<file path="config.mk">
export PLATFORM = sky130hd
export DESIGN_NAME = regwin_adapter
export DESIGN_NICKNAME = d
export VERILOG_FILES = /design/src/rtl/regwin_pkg.sv /design/src/rtl/regwin_width_lut.sv /design/src/rtl/regwin_lane.sv /design/src/rtl/regwin_seq.sv /design/src/rtl/regwin_adapter.sv
export SDC_FILE = /design/constraint.sdc
export NUM_CORES = 1
export LEC_CHECK = 0
export CAP_MARGIN = 10
export CORE_UTILIZATION = 55
export CTS_CLUSTER_DIAMETER = 100
export DETAILED_ROUTE_END_ITERATION = 8
export DONT_BUFFER_PORTS = 1
export PLACE_DENSITY = 0.7
export REMOVE_ABC_BUFFERS = 1
export SLEW_MARGIN = 20
export SYNTH_ARGS = -nofsm -noshare
export SYNTH_HDL_FRONTEND = slang
export SYNTH_SLANG_ARGS = --single-unit
</file>
<file path="constraint.sdc">
create_clock -name clk -period 4.7 [get_ports clk]
set_input_delay 0.705 -clock clk [delete_from_list [all_inputs] [get_ports clk]]
set_output_delay 0.705 -clock clk [all_outputs]
set_load 0.01 [all_outputs]
</file>
<file path="src/rtl/regwin_pkg.sv">
package regwin_pkg;
  typedef enum logic [1:0] {S_IDLE, S_RUN, S_WB, S_RESP} seq_st_t;

  // Width code per 4-byte group: 0 none, 1 byte, 2 half, 3 word
  function automatic logic [1:0] grp_code(input int g);
    case (g % 4)
      0: return 2'd3;
      1: return 2'd2;
      2: return 2'd1;
      default: return 2'd0;
    endcase
  endfunction
endpackage

</file>
<file path="src/rtl/regwin_width_lut.sv">
module regwin_width_lut #(
  parameter int NGRP = 128,
  localparam int GW = $clog2(NGRP)
) (
  input  logic [GW-1:0] grp,
  output logic [1:0]    code
);
  logic [1:0] tbl [NGRP];
  for (genvar g = 0; g < NGRP; g++) begin : g_ent
    assign tbl[g] = regwin_pkg::grp_code(g);
  end
  assign code = tbl[grp];
endmodule

</file>
<file path="src/rtl/regwin_lane.sv">
module regwin_lane (
  input  logic [1:0]  rsz,
  input  logic [1:0]  nsz,
  input  logic [1:0]  off,
  input  logic [31:0] nat_rd,
  input  logic [31:0] ins,
  output logic [31:0] ext,
  output logic [31:0] mrg
);
  logic       narrow;
  logic [1:0] ex;
  logic [2:0] nb_n, nb_r, offn;
  logic [5:0] sh;
  logic [31:0] mask;

  always_comb begin
    narrow = rsz < nsz;
    ex     = narrow ? rsz : nsz;
    nb_n   = 3'd1 << nsz;
    nb_r   = 3'd1 << rsz;
    offn   = {1'b0, off} & (nb_n - 3'd1);
    sh     = narrow ? {(nb_n - nb_r - offn), 3'b000} : 6'd0;
    mask   = (ex == 2'd2) ? 32'hFFFF_FFFF : ((32'd1 << (6'd8 << ex)) - 32'd1);
    ext    = (nat_rd >> sh) & mask;
    mrg    = (nat_rd & ~(mask << sh)) | ((ins & mask) << sh);
  end
endmodule

</file>
<file path="src/rtl/regwin_seq.sv">
module regwin_seq #(
  parameter int ADDR_W = 10,
  parameter int WIN    = 512,
  localparam int BAW   = $clog2(WIN)
) (
  input  logic              clk,
  input  logic              rst_n,
  input  logic              req_valid,
  output logic              req_ready,
  input  logic              req_we,
  input  logic [ADDR_W-1:0] req_addr,
  input  logic [1:0]        req_size,
  input  logic [31:0]       req_wdata,
  input  logic [1:0]        nat_code,
  output logic              rsp_valid,
  output logic              rsp_err,
  output logic [31:0]       rsp_rdata,
  output logic              be_valid,
  input  logic              be_ready,
  output logic              be_we,
  output logic [BAW-1:0]    be_addr,
  output logic [1:0]        be_size,
  output logic [31:0]       be_wdata,
  output logic [1:0]        lane_rsz,
  output logic [1:0]        lane_nsz,
  output logic [1:0]        lane_off,
  output logic [31:0]       lane_ins,
  input  logic [31:0]       lane_ext,
  input  logic [31:0]       lane_mrg
);
  import regwin_pkg::*;

  seq_st_t           st;
  logic              we_q, err_q;
  logic [BAW-1:0]    addr_q;
  logic [1:0]        rsz_q, nsz_q, cnt_q, npc_q;
  logic [31:0]       wl_q, acc_q, mbuf_q;

  // request decode
  logic       mis, dec_err;
  logic [1:0] dec_nsz, dec_npc, diff;
  always_comb begin
    case (req_size)
      2'd0:    mis = 1'b0;
      2'd1:    mis = req_addr[0];
      2'd2:    mis = |req_addr[1:0];
      default: mis = 1'b1;
    endcase
    dec_err = (req_addr >= ADDR_W'(WIN)) || mis || (nat_code == 2'd0);
    dec_nsz = nat_code - 2'd1;
    diff    = req_size - dec_nsz;
    dec_npc = (req_size > dec_nsz) ? ((diff == 2'd2) ? 2'd3 : 2'd1) : 2'd0;
  end

  // step datapath
  logic           narrow, hs, last;
  logic [BAW-1:0] nmask;
  always_comb begin
    narrow   = rsz_q < nsz_q;
    hs       = be_valid && be_ready;
    last     = cnt_q == npc_q;
    nmask    = BAW'((3'd1 << nsz_q) - 3'd1);
    be_valid = (st == S_RUN) || (st == S_WB);
    be_we    = (st == S_WB) || ((st == S_RUN) && we_q && !narrow);
    be_size  = nsz_q;
    be_addr  = narrow ? (addr_q & ~nmask) : (addr_q + (BAW'(cnt_q) << nsz_q));
    be_wdata = (st == S_WB) ? mbuf_q : (wl_q >> (6'd32 - (6'd8 << nsz_q)));
    lane_rsz = rsz_q;
    lane_nsz = nsz_q;
    lane_off = addr_q[1:0];
    lane_ins = wl_q >> (6'd32 - (6'd8 << rsz_q));
    req_ready = (st == S_IDLE);
    rsp_valid = (st == S_RESP);
    rsp_err   = (st == S_RESP) && err_q;
    rsp_rdata = (st == S_RESP) ? acc_q : 32'd0;
  end

  always_ff @(posedge clk or negedge rst_n) begin
    if (!rst_n) begin
      st <= S_IDLE; we_q <= 1'b0; err_q <= 1'b0; addr_q <= '0;
      rsz_q <= '0; nsz_q <= '0; cnt_q <= '0; npc_q <= '0;
      wl_q <= '0; acc_q <= '0; mbuf_q <= '0;
    end else begin
      case (st)
        S_IDLE: if (req_valid) begin
          we_q   <= req_we;
          err_q  <= dec_err;
          addr_q <= req_addr[BAW-1:0];
          rsz_q  <= req_size;
          nsz_q  <= dec_nsz;
          npc_q  <= dec_npc;
          cnt_q  <= '0;
          acc_q  <= '0;
          wl_q   <= req_wdata << (6'd32 - (6'd8 << req_size));
          st     <= dec_err ? S_RESP : S_RUN;
        end
        S_RUN: if (hs) begin
          if (narrow && we_q) begin
            mbuf_q <= lane_mrg;
            st     <= S_WB;
          end else begin
            if (!we_q) acc_q <= (acc_q << (6'd8 << (narrow ? rsz_q : nsz_q))) | lane_ext;
            wl_q  <= wl_q << (6'd8 << nsz_q);
            cnt_q <= cnt_q + 2'd1;
            if (last) st <= S_RESP;
          end
        end
        S_WB: if (hs) st <= S_RESP;
        default: st <= S_IDLE;
      endcase
    end
  end

  // back-end request held steady under stall
  p_hold_r7: assert property (@(posedge clk) disable iff (!rst_n)
    be_valid && !be_ready |=> be_valid && $stable(be_addr) && $stable(be_we) && $stable(be_wdata));
  // completion is a single-cycle pulse
  p_pulse_r8: assert property (@(posedge clk) disable iff (!rst_n)
    rsp_valid |=> !rsp_valid);
  // no new request accepted while responding
  p_busy_r8: assert property (@(posedge clk) disable iff (!rst_n)
    rsp_valid |-> !req_ready);
  // error response carries zero data and no back-end traffic preceded it
  p_err_quiet_r6: assert property (@(posedge clk) disable iff (!rst_n)
    rsp_err |-> rsp_rdata == 32'd0 && $past(!be_valid));
  // back-end traffic only happens while a request is in flight
  p_be_busy_r2: assert property (@(posedge clk) disable iff (!rst_n)
    be_valid |-> !req_ready && !rsp_valid);
endmodule

</file>
<file path="src/rtl/regwin_adapter.sv">
module regwin_adapter #(
  parameter int ADDR_W = 10,
  parameter int WIN    = 512,
  localparam int BAW   = $clog2(WIN),
  localparam int NGRP  = WIN / 4
) (
  input  logic              clk,
  input  logic              rst_n,
  input  logic              req_valid,
  output logic              req_ready,
  input  logic              req_we,
  input  logic [ADDR_W-1:0] req_addr,
  input  logic [1:0]        req_size,
  input  logic [31:0]       req_wdata,
  output logic              rsp_valid,
  output logic              rsp_err,
  output logic [31:0]       rsp_rdata,
  output logic              be_valid,
  input  logic              be_ready,
  output logic              be_we,
  output logic [BAW-1:0]    be_addr,
  output logic [1:0]        be_size,
  output logic [31:0]       be_wdata,
  input  logic [31:0]       be_rdata
);
  logic [1:0]  nat_code, l_rsz, l_nsz, l_off;
  logic [31:0] l_ins, l_ext, l_mrg;

  regwin_width_lut #(.NGRP(NGRP)) u_lut (
    .grp(req_addr[BAW-1:2]), .code(nat_code));

  regwin_lane u_lane (
    .rsz(l_rsz), .nsz(l_nsz), .off(l_off), .nat_rd(be_rdata),
    .ins(l_ins), .ext(l_ext), .mrg(l_mrg));

  regwin_seq #(.ADDR_W(ADDR_W), .WIN(WIN)) u_seq (
    .clk(clk), .rst_n(rst_n),
    .req_valid(req_valid), .req_ready(req_ready), .req_we(req_we),
    .req_addr(req_addr), .req_size(req_size), .req_wdata(req_wdata),
    .nat_code(nat_code),
    .rsp_valid(rsp_valid), .rsp_err(rsp_err), .rsp_rdata(rsp_rdata),
    .be_valid(be_valid), .be_ready(be_ready), .be_we(be_we),
    .be_addr(be_addr), .be_size(be_size), .be_wdata(be_wdata),
    .lane_rsz(l_rsz), .lane_nsz(l_nsz), .lane_off(l_off),
    .lane_ins(l_ins), .lane_ext(l_ext), .lane_mrg(l_mrg));

  // back-end size always within the native range
  p_size_r1: assert property (@(posedge clk) disable iff (!rst_n)
    be_valid |-> be_size != 2'd3);
endmodule

</file>
==> results.tsv, run 1 <==
metric	value	unit
grtUsageTotal	34.0	%
portBuffers	0	
power	9640	µW
nets	1101	
clock_sinks	116	
tritoncts	built	
die_w	132	µm
syn-instance-count	1003	
whs	0.207	ns
grt_max_degree	117	
layout_common_cells	116 x dfrtp_1, 91 x o21ai_0, 85 x nand2_1	
gp_routability_congestion	0.891	
total_leakage_power	0.00420	µW
final_common_cell	dfrtp_1	
synth_top_area_share	31.5	%
dieArea	17300	µm²
vias	8487	
end_kind	output pin	
dieHeight	132	µm
final-hold-violation-count	0	
grt_pass1_vias	8101	
grt_pass1_wl	46300	µm
yosys-top-cells-area	dfrtp_1 31%, mux2i_1 8.0%, o21ai_0 4.9%	
power_density	953	nW/µm²
start_kind	flip-flop	
io_pins	161	
path_clk_slew	0.06	ns
syn_avg_cell_area	9.20	µm²
core	16100	µm²
finalSetupViolCount	0	
worstMarginPinSlew	1.07	ns
finalSetupTns	0	ns
met2_usage	52.0	%
crit_arrival	3.53	ns
post-route-util	62.7	%
busiest_layer	met2	
drive_gt1_share	14.3	%
clock_latency	0.43	ns
final_antenna_net_count	0	
dpl_cell_area	9470	µm²
status	complete, no violations	
critPathKind	reg -> out	
cts_setup_buffers	0	
area_growth	9.57	%
antenna_found_initial	2	
final.setup_skew	0.0132	ns
synthFlopType	dfrtp_1	
met3_usage	8.91	%
dr.pass1.iters	8	
clock_path_buffers	2	
fin_crit	4.23	ns
synth_edf_count	0	
syn-cell-area	9230	µm²
cts_max_level	4	
cts_inserted_buffers	17	
drtIter0Drc	993	
drc	0	
crit_fanout	19	
hpwl	20800	µm
yosysTopAreaCell	dfrtp_1	
period_share	90.0	%
cap_viol_max_count	0	
fin_area	10100	µm²
required	3.99	ns
rows	46	
wl	29100	µm
viasPerCell	6.97	
initial_core_util	57.3	%
maxSlewViolCount	0	
wl_per_cell	23.9	µm
seq_area_frac_synth	31.5	%
ys_seq_elements	116	
async_flop_share	100	%
min_path_type	in -> async	
slew_headroom	28.2	%
use_met1	45.5	%
synth_cell_types	76	
yosysWarnings	0	
grt.overflow.total	0	
rsz0062_at_grt	false	
cts-root-buf	clkbuf_16	
fmax	236	MHz
ir_drop	666	µV
area by class of cell:
cell class / instances / area [µm²]
Antenna cell: 1 / 2.50
Clock buffer: 18 / 439
Clock inverter: 13 / 173
Fill cell: 1372 / 6000
Inverter: 24 / 90.1
Multi-Input combinational cell: 784 / 5880
Sequential cell: 116 / 2900
Tap cell: 216 / 270
Timing Repair Buffer: 45 / 358
final timing paths:
path / startpoint / end / slack, ns / cells after the start
setup / recovery: u_seq.be_size[1] / be_wdata[27] / 0.47 / 8
hold / removal: rst_n / u_seq.mbuf_q[18] / 0.21 / 1
setup reg to reg: u_seq.be_size[1] / u_seq.mbuf_q[24] / 0.75 / 11
hold reg to reg: u_seq.err_q / u_seq.err_q / 0.47 / 2
max in group asynchronous: rst_n / u_seq.wl_q[31] / 3.98 / 1
min in group clk: req_wdata[1] / u_seq.wl_q[1] / 0.41 / 1
state kept, by name, summed over array words and instances (netlist names):
signal and count:
u_seq.wl_q 32, u_seq.addr_q 8, u_seq.we_q 1, u_seq.cnt_q 2, u_seq.be_size 2, u_seq.err_q 1
u_seq.acc_q 32, u_seq.npc_q 2, u_seq.lane_rsz 2, u_seq.st 2, u_seq.mbuf_q 32
what timing repair did:
action                     4_1_cts  5_1_grt
setup endpoints to repair        0        0
hold endpoints to repair       116        0
hold buffers                     1        0
resized for setup                0        0
cell families after synthesis:
| family | Yosys count | synth area share (%) |
|---|---|---|
| AO/OA/AOI/OAI | 380 | 29.7 |
| XOR/XNOR | 10 | 1.40 |
| adder cells (fa/ha/maj) | 32 | 4.66 |
| buffers and inverters | 103 | 4.92 |
| flip-flops | 116 | 31.5 |
| multiplexers | 119 | 14.5 |
| AND/OR/NAND/NOR | 243 | 13.3 |
per-layer routing:
metal	vias to the layer above	part of all wire [%]	wire [µm]
met3	70	8.9	2590
li1	3789	-	-
met4	2	3.1	888
met2	458	46	13400
met1	4168	42	12100
met5	-	0.052	15
metrics by stage:
stage | std cells | worst slack (ns)
6_report | 1217 | 0.469
5_1_grt | 1216 | 0.272
4_1_cts | 1216 | 0.543
3_5_place_dp | 1184 | 0.821
3_3_place_gp | 1184 | 0.895
2_1_floorplan | 924 | -0.486
critical path, stage by stage (launching register included):
cell and delay [ns]:
dfrtp_1 0.37, inv_1 0.17, ha_1 0.21, inv_1 0.11, ha_1 0.33, buf_4 0.20, or3_1 0.68, nor2_1 0.67
a22o_1 0.35
cell usage after synthesis (4+ instances only):
| cell | n |
|---|---|
| a221o_1 | 25 |
| o2111a_1 | 8 |
| a21oi_1 | 59 |
| nor2_1 | 44 |
| buf_4 | 8 |
| ha_1 | 28 |
| buf_1 | 7 |
| inv_1 | 22 |
| mux2i_1 | 74 |
| nand2_1 | 85 |
| o32a_1 | 4 |
| nand2b_1 | 5 |
| mux2_2 | 35 |
| o2bb2ai_1 | 14 |
| o21ai_0 | 91 |
| o211ai_1 | 4 |
| a32oi_1 | 14 |
| nand3b_1 | 20 |
| a22oi_1 | 46 |
| xor2_1 | 4 |
| o21a_1 | 9 |
| nand3_1 | 13 |
| buf_2 | 18 |
| clkbuf_1 | 44 |
| dfrtp_1 | 116 |
| o22ai_1 | 5 |
| mux4_2 | 8 |
| fa_1 | 4 |
| o221ai_1 | 9 |
| a211oi_1 | 18 |
| o21ai_1 | 5 |
| a22o_1 | 33 |
| nor2b_1 | 15 |
| and2_1 | 43 |
power breakdown:
| group | switching [µW] | internal, µW | total [µW] |
|---|---|---|---|
| clock | 522 | 854 | 1380 |
| sequential | 516 | 1400 | 1910 |
| combinational | 3970 | 2380 | 6350 |
| total | 5010 | 4630 | 9640 |
Note: power is estimated with default switching activity, not from simulation.
==> run 2: changes to the inputs <==
--- a/config.mk
+++ b/config.mk
@@ -6,11 +6,12 @@
 export NUM_CORES = 1
 export LEC_CHECK = 0
 export CAP_MARGIN = 10
-export CORE_UTILIZATION = 55
+export CORE_UTILIZATION = 65
 export CTS_CLUSTER_DIAMETER = 100
+export CTS_CLUSTER_SIZE = 30
 export DETAILED_ROUTE_END_ITERATION = 8
 export DONT_BUFFER_PORTS = 1
-export PLACE_DENSITY = 0.7
+export PLACE_DENSITY = 0.8
 export REMOVE_ABC_BUFFERS = 1
 export SLEW_MARGIN = 20
 export SYNTH_ARGS = -nofsm -noshare
==> run 2 against run 1 <==
  * Largest power group unchanged
  * Core utilization rose by 9.5 points
  * Die area fell by 15%
  * Highest routed layer is now met4
  * Via count fell by 0.77%
  * Combinational power fell by 3%
  * Clock-buffer cell count rose by 5
  * Clock power barely moved
  * Sequential power rose by 3%
  * First-iteration DRC count fell by 8.7%
  * Maximum frequency fell by 3.6%
==> results.tsv, run 2 (synthesis gave the netlist of run 1 again) <==
metric	value	unit	change
fmax	228	MHz	-3.6%
final_antenna_net_count	0		unchanged
instances_no_fill	1177		-3.3%
crit_arrival	3.68	ns	+0.15 ns
portBuffers	0		unchanged
final-seq-area	2900	µm²	unchanged
finalSetupTns	0	ns	unchanged
critical_path.cell_chain	inv_1 -> ha_1 -> buf_4 -> inv_1 -> ha_1 -> buf_4 -> or3_1 -> nor2_1 -> a22o_1		
cts_max_level	4		unchanged
drive_gt1_share	13.6	%	-0.66 points
grt_pass1_wl	44600	µm	-3.7%
grtUsageTotal	40.0	%	+6.1 points
viasPerCell	7.16		+2.6%
total_leakage_power	0.00418	µW	-0.49%
rr_startpoint	u_seq.be_size[0]		
area_growth	8.60	%	
clock_path_buffers	2		unchanged
cts_setup_buffers	0		unchanged
required	3.99	ns	about the same
critPathKind	reg -> out		
post-route-util	72.2	%	+9.5 points
fillers	1066		-22%
drtIter0Drc	907		-8.7%
gp_routability_congestion	0.974		+9.3%
hpwl	20400	µm	-1.8%
path_clk_slew	0.06	ns	about the same
grt_max_degree	117		unchanged
cp_slowest_stage_delay	0.70	ns	+0.02 ns
clock_latency	0.43	ns	about the same
io_pins	161		unchanged
crit_fanout	19		unchanged
wl_per_cell	24.4	µm	+2.3%
vias	8422		-0.77%
power_density	945	nW/µm²	-0.80%
dp_slack	0.719	ns	-0.102 ns
cp-startpoint	u_seq.be_size[1]		
multi_input_area	5870	µm²	about the same
worstMarginPinSlew	1.11	ns	+0.0374 ns
clock_sinks	116		unchanged
layout_common_cells	116 x dfrtp_1, 91 x o21ai_0, 85 x nand2_1		
dpl.cell_count	1144		-3.4%
dieArea	14700	µm²	-15%
tritoncts	built		
slew_headroom	25.7	%	-2.5 points
grt.overflow.total	0		unchanged
final_common_cell	dfrtp_1		
dr.pass1.iters	6		-2
worst_slack	0.312	ns	-0.157 ns
wl	28800	µm	-1.0%
die_w	121	µm	-7.9%
start_kind	flip-flop		
cts_inserted_buffers	17		unchanged
final.setup_skew	0.00795	ns	-0.00526 ns
diodes	0		-1
nets	1097		-0.36%
final-hold-violation-count	0		unchanged
cts_resized	0		unchanged
ir_drop	538	µV	-19%
period_share	93.4	%	+3.3 points
core	13900	µm²	-14%
drc	0		unchanged
antenna_found_initial	0		-2
cts-root-buf	clkbuf_16		
rsz0062_at_grt	false		
grt_pass1_vias	7978		-1.5%
top_regs	u_seq.acc_q: 32 flops, u_seq.mbuf_q: 32 flops, u_seq.wl_q: 32 flops		
cap_viol_max_count	0		unchanged
initial_core_util	66.5	%	+9.2 points
rows	43		-6.5%
maxSlewViolCount	0		unchanged
dieHeight	121	µm	-7.9%
fin_crit	4.39	ns	+0.157 ns
finalSetupViolCount	0		unchanged
end_kind	output pin		
ff2ff_setup_slack	0.66	ns	-0.09 ns
min_path_type	in -> async		
slowest_stage	or3_1		
status	complete, no violations		
==> run 2: per-layer routing <==
metal,share of wire (%),global-route usage [%]
met1,40,54.2
met3,11,8.98
met4,4.8,21.1
met2,45,59.6
met5,0,0
==> run 2: worst max-delay path: cells and delay by family (launching register included) <==
family	cells	cell delay, ns
buffers and inverters	4	0.67
AO/OA/AOI/OAI	1	0.33
adder cells (fa/ha/maj)	2	0.50
AND/OR/NAND/NOR	2	1.38
flip-flops	1	0.37
==> run 2: per-stage QoR <==
step                hold slack [ns]  total power (µW)  instance area (µm²)
floorplan                     0.409              6140                 8860
global placement              0.412              7820                 9390
detailed placement            0.413              7910                 9390
CTS                           0.269              9330                10000
global route                  0.280             10000                10000
finish                        0.238              9480                10000
==> run 2: worst paths after layout <==
check,endpoint,cells past startpoint
worst max-delay path,be_wdata[29],9
worst min-delay path,u_seq.mbuf_q[2],1
worst max register to register,u_seq.mbuf_q[11],11
worst min register to register,u_seq.err_q,2
max in group asynchronous,u_seq.st[1],1
min in group clk,u_seq.wl_q[7],1
==> run 2: repair_timing <==
item                       4_1_cts  5_1_grt
hold endpoints to repair       116        0
hold buffers                     1        0
setup endpoints to repair        0        0
==> run 2: report_power, final <==
part	internal [µW]	switching, µW	total [µW]
logic	2360	3810	6170
registers	1400	557	1960
clock network	872	478	1350
total	4630	4850	9480
==> run 2: layout make-up <==
type | count | area share, %
clock inverter | 9 | 1.26
multi-input combinational | 784 | 58.6
tap | 180 | 2.25
sequential | 116 | 29.0
clock buffer | 23 | 4.77
timing repair buffer | 41 | 3.27
inverter | 24 | 0.899
==> run 3: changes to the inputs <==
--- a/config.mk
+++ b/config.mk
@@ -11,7 +11,7 @@
 export CTS_CLUSTER_SIZE = 30
 export DETAILED_ROUTE_END_ITERATION = 8
 export DONT_BUFFER_PORTS = 1
-export PLACE_DENSITY = 0.8
+export PLACE_DENSITY_LB_ADDON = 0.25
 export REMOVE_ABC_BUFFERS = 1
 export SLEW_MARGIN = 20
 export SYNTH_ARGS = -nofsm -noshare
==> constraint.sdc (replaced) <==
create_clock -name clk -period 5.2 [get_ports clk]
set_input_delay 0.78 -clock clk [delete_from_list [all_inputs] [get_ports clk]]
set_output_delay 0.78 -clock clk [all_outputs]
set_load 0.01 [all_outputs]
==> run 3 against run 2 <==
  * Clock power fell by 9.6%
  * Sequential power fell by 9%
  * Die area did not move
  * Core utilization fell by 1.1 points
  * Setup slack improved by 0.050 ns
  * Combinational power fell by 12%
  * Routed wire length fell by 0.68%
  * Clock-buffer cell count rose by 1
  * Clock skew barely moved
  * Power fell by 11%
  * Critical path depth fell by 1
  * Cell area fell by 1.6%
  * Critical endpoint is now be_wdata[31]
  * Largest power group unchanged
==> results.tsv, run 3 (synthesis gave the netlist of run 1 again) <==
metric	value	unit	change
antenna_found_initial	1		+1
finalSetupTns	0	ns	unchanged
portBuffers	0		unchanged
grt_max_degree	117		unchanged
grt_pass1_vias	7811		-2.1%
reg2reg_depth	10		-1
wl_met3	3140	µm	+4.0%
p_int	4060	µW	-12%
final_antenna_net_count	0		unchanged
grt_pass1_wl	44300	µm	-0.53%
comb_power_share	64.3	%	-0.8 points
hpwl	20200	µm	-1.1%
core	13900	µm²	unchanged
worst_slack	0.362	ns	+0.0496 ns
viasPerCell	7.32		+2.4%
rr_startpoint	u_seq.be_size[1]		
ir_drop	596	µV	+11%
final.setup_skew	0.00812	ns	+0.000168 ns
cp-startpoint	u_seq.be_size[1]		
total_leakage_power	0.00407	µW	-2.8%
cts_setup_buffers	0		unchanged
cts_resized	0		unchanged
end_kind	output pin		
gp_routability_congestion	0.974		about the same
cts-root-buf	clkbuf_16		
vias	8475		+0.63%
cap_viol_max_count	0		unchanged
path_clk_slew	0.06	ns	about the same
clock_latency	0.43	ns	about the same
p_sw	4350	µW	-10%
drive_gt1_share	11.8	%	-1.9 points
tritoncts	built		
cp_top_family	simple AND/OR/NAND/NOR gates		
clock_path_buffers	2		unchanged
critical_path.cell_chain	inv_1 -> ha_1 -> inv_1 -> ha_1 -> buf_4 -> or3_1 -> nor2_1 -> a22o_1		
die_w	121	µm	unchanged
clockPowerShare	14.5	%	+0.3 points
p_sw_share	51.7	%	+0.55 points
dp_slack	0.737	ns	+0.0175 ns
seqPwrFrac	21.2	%	+0.6 points
dpl.cell_count	1125		-1.7%
layout_common_cells	116 x dfrtp_1, 91 x o21ai_0, 85 x nand2_1		
slew_headroom	26.7	%	+1.1 points
worstMarginPinSlew	1.09	ns	-0.0204 ns
hold_buffers	0		-1
rows	43		unchanged
crit_fanout	19		unchanged
critical_path_cell_count	8		-1
top_layer	met4		
power_density	852	nW/µm²	-9.8%
cts_inserted_buffers	17		unchanged
cp_slowest_stage_delay	0.67	ns	-0.03 ns
fmax	207	MHz	
top_regs	u_seq.acc_q: 32 flops, u_seq.mbuf_q: 32 flops, u_seq.wl_q: 32 flops		
fin_crit	4.84	ns	
grt.overflow.total	0		unchanged
wl_met2	12900	µm	+0.14%
io_pins	161		unchanged
status	complete, no violations		
initial_core_util	66.5	%	unchanged
min_path_type	in -> async		
drc	0		unchanged
power	8410	µW	-11%
dieHeight	121	µm	unchanged
clock_sinks	116		unchanged
final_common_cell	dfrtp_1		
rsz0062_at_grt	false		
grtUsageTotal	40.0	%	-0.053 points
post-route-util	71.1	%	-1.1 points
period_share	93.0	%	
diodes	0		unchanged
dieArea	14700	µm²	unchanged
area_growth	6.87	%	
crit_arrival	4.06	ns	+0.38 ns
instances_no_fill	1157		-1.7%
start_kind	flip-flop		
dr.pass1.iters	8		+2
wl	28600	µm	-0.68%
maxSlewViolCount	0		unchanged
finalSetupViolCount	0		unchanged
worstPathBufferInverterCount	3		-1
critPathKind	reg -> out		
required	4.42	ns	+0.43 ns
wl_per_cell	24.7	µm	+1.0%
nets	1077		-1.8%
cts_max_level	4		unchanged
slowest_stage	or3_1		
m1WireLength	11300	µm	-1.3%
drtIter0Drc	1023		+13%
final-hold-violation-count	0		unchanged
## run 3: cell count changes in the layout (fill, tap and decap cells not counted)
cell,change
buf_16,-1
clkbuf_1,+1
clkinv_2,-2
o311ai_2,-1
buf_4,-19
clkinvlp_4,+1
o311ai_4,+1
## run 3: cell type report
type / count / area, µm²
Multi-Input combinational cell: 784 / 5880
Fill cell: 1071 / 4020
Sequential cell: 116 / 2900
Clock buffer: 24 / 482
Tap cell: 180 / 225
Timing Repair Buffer: 21 / 158
Clock inverter: 8 / 124
Inverter: 24 / 90.1
## run 3: metrics by stage
stage               area [µm²]  hold WS (ns)
floorplan                 8860         0.442
global placement          9260         0.456
detailed placement        9260         0.462
global route              9860        0.0331
CTS                       9860        0.0397
finish                    9860        0.0468
## run 3: worst paths after layout
| check | end | slack (ns) |
|---|---|---|
| max | be_wdata[31] | 0.36 |
| min | u_seq.mbuf_q[26] | 0.05 |
| max reg2reg | u_seq.mbuf_q[30] | 0.58 |
| min reg2reg | u_seq.err_q | 0.47 |
| max in group asynchronous | u_seq.be_size[0] | 5.01 |
| min in group clk | u_seq.err_q | 0.47 |
## run 3: metal layers
metal	global-route usage, %	vias to the layer above
met5	0	-
met4	19.2	0
met1	53.6	4101
met2	60.2	556
li1	-	3730
met3	10.1	88
## run 3: power groups by stage
stage                     Clock, µW  Combinational, µW  Sequential (µW)
after floorplan                   0               3950             1600
after global placement            0               5150             1740
after detailed placement          0               5240             1750
after CTS                      1220               5290             1740
after global routing           1260               5780             1820
final                          1220               5400             1780
## run 3: worst reg2reg max path: stages, from the launching register on
cell and delay [ns]:
dfrtp_1 0.59, inv_1 0.25, ha_1 0.50, a21oi_2 0.74, nor2_1 0.12, a21oi_1 0.32
ha_1 0.63, and2_1 0.49, o21ai_0 0.41, o221ai_1 0.34, a22o_1 0.18
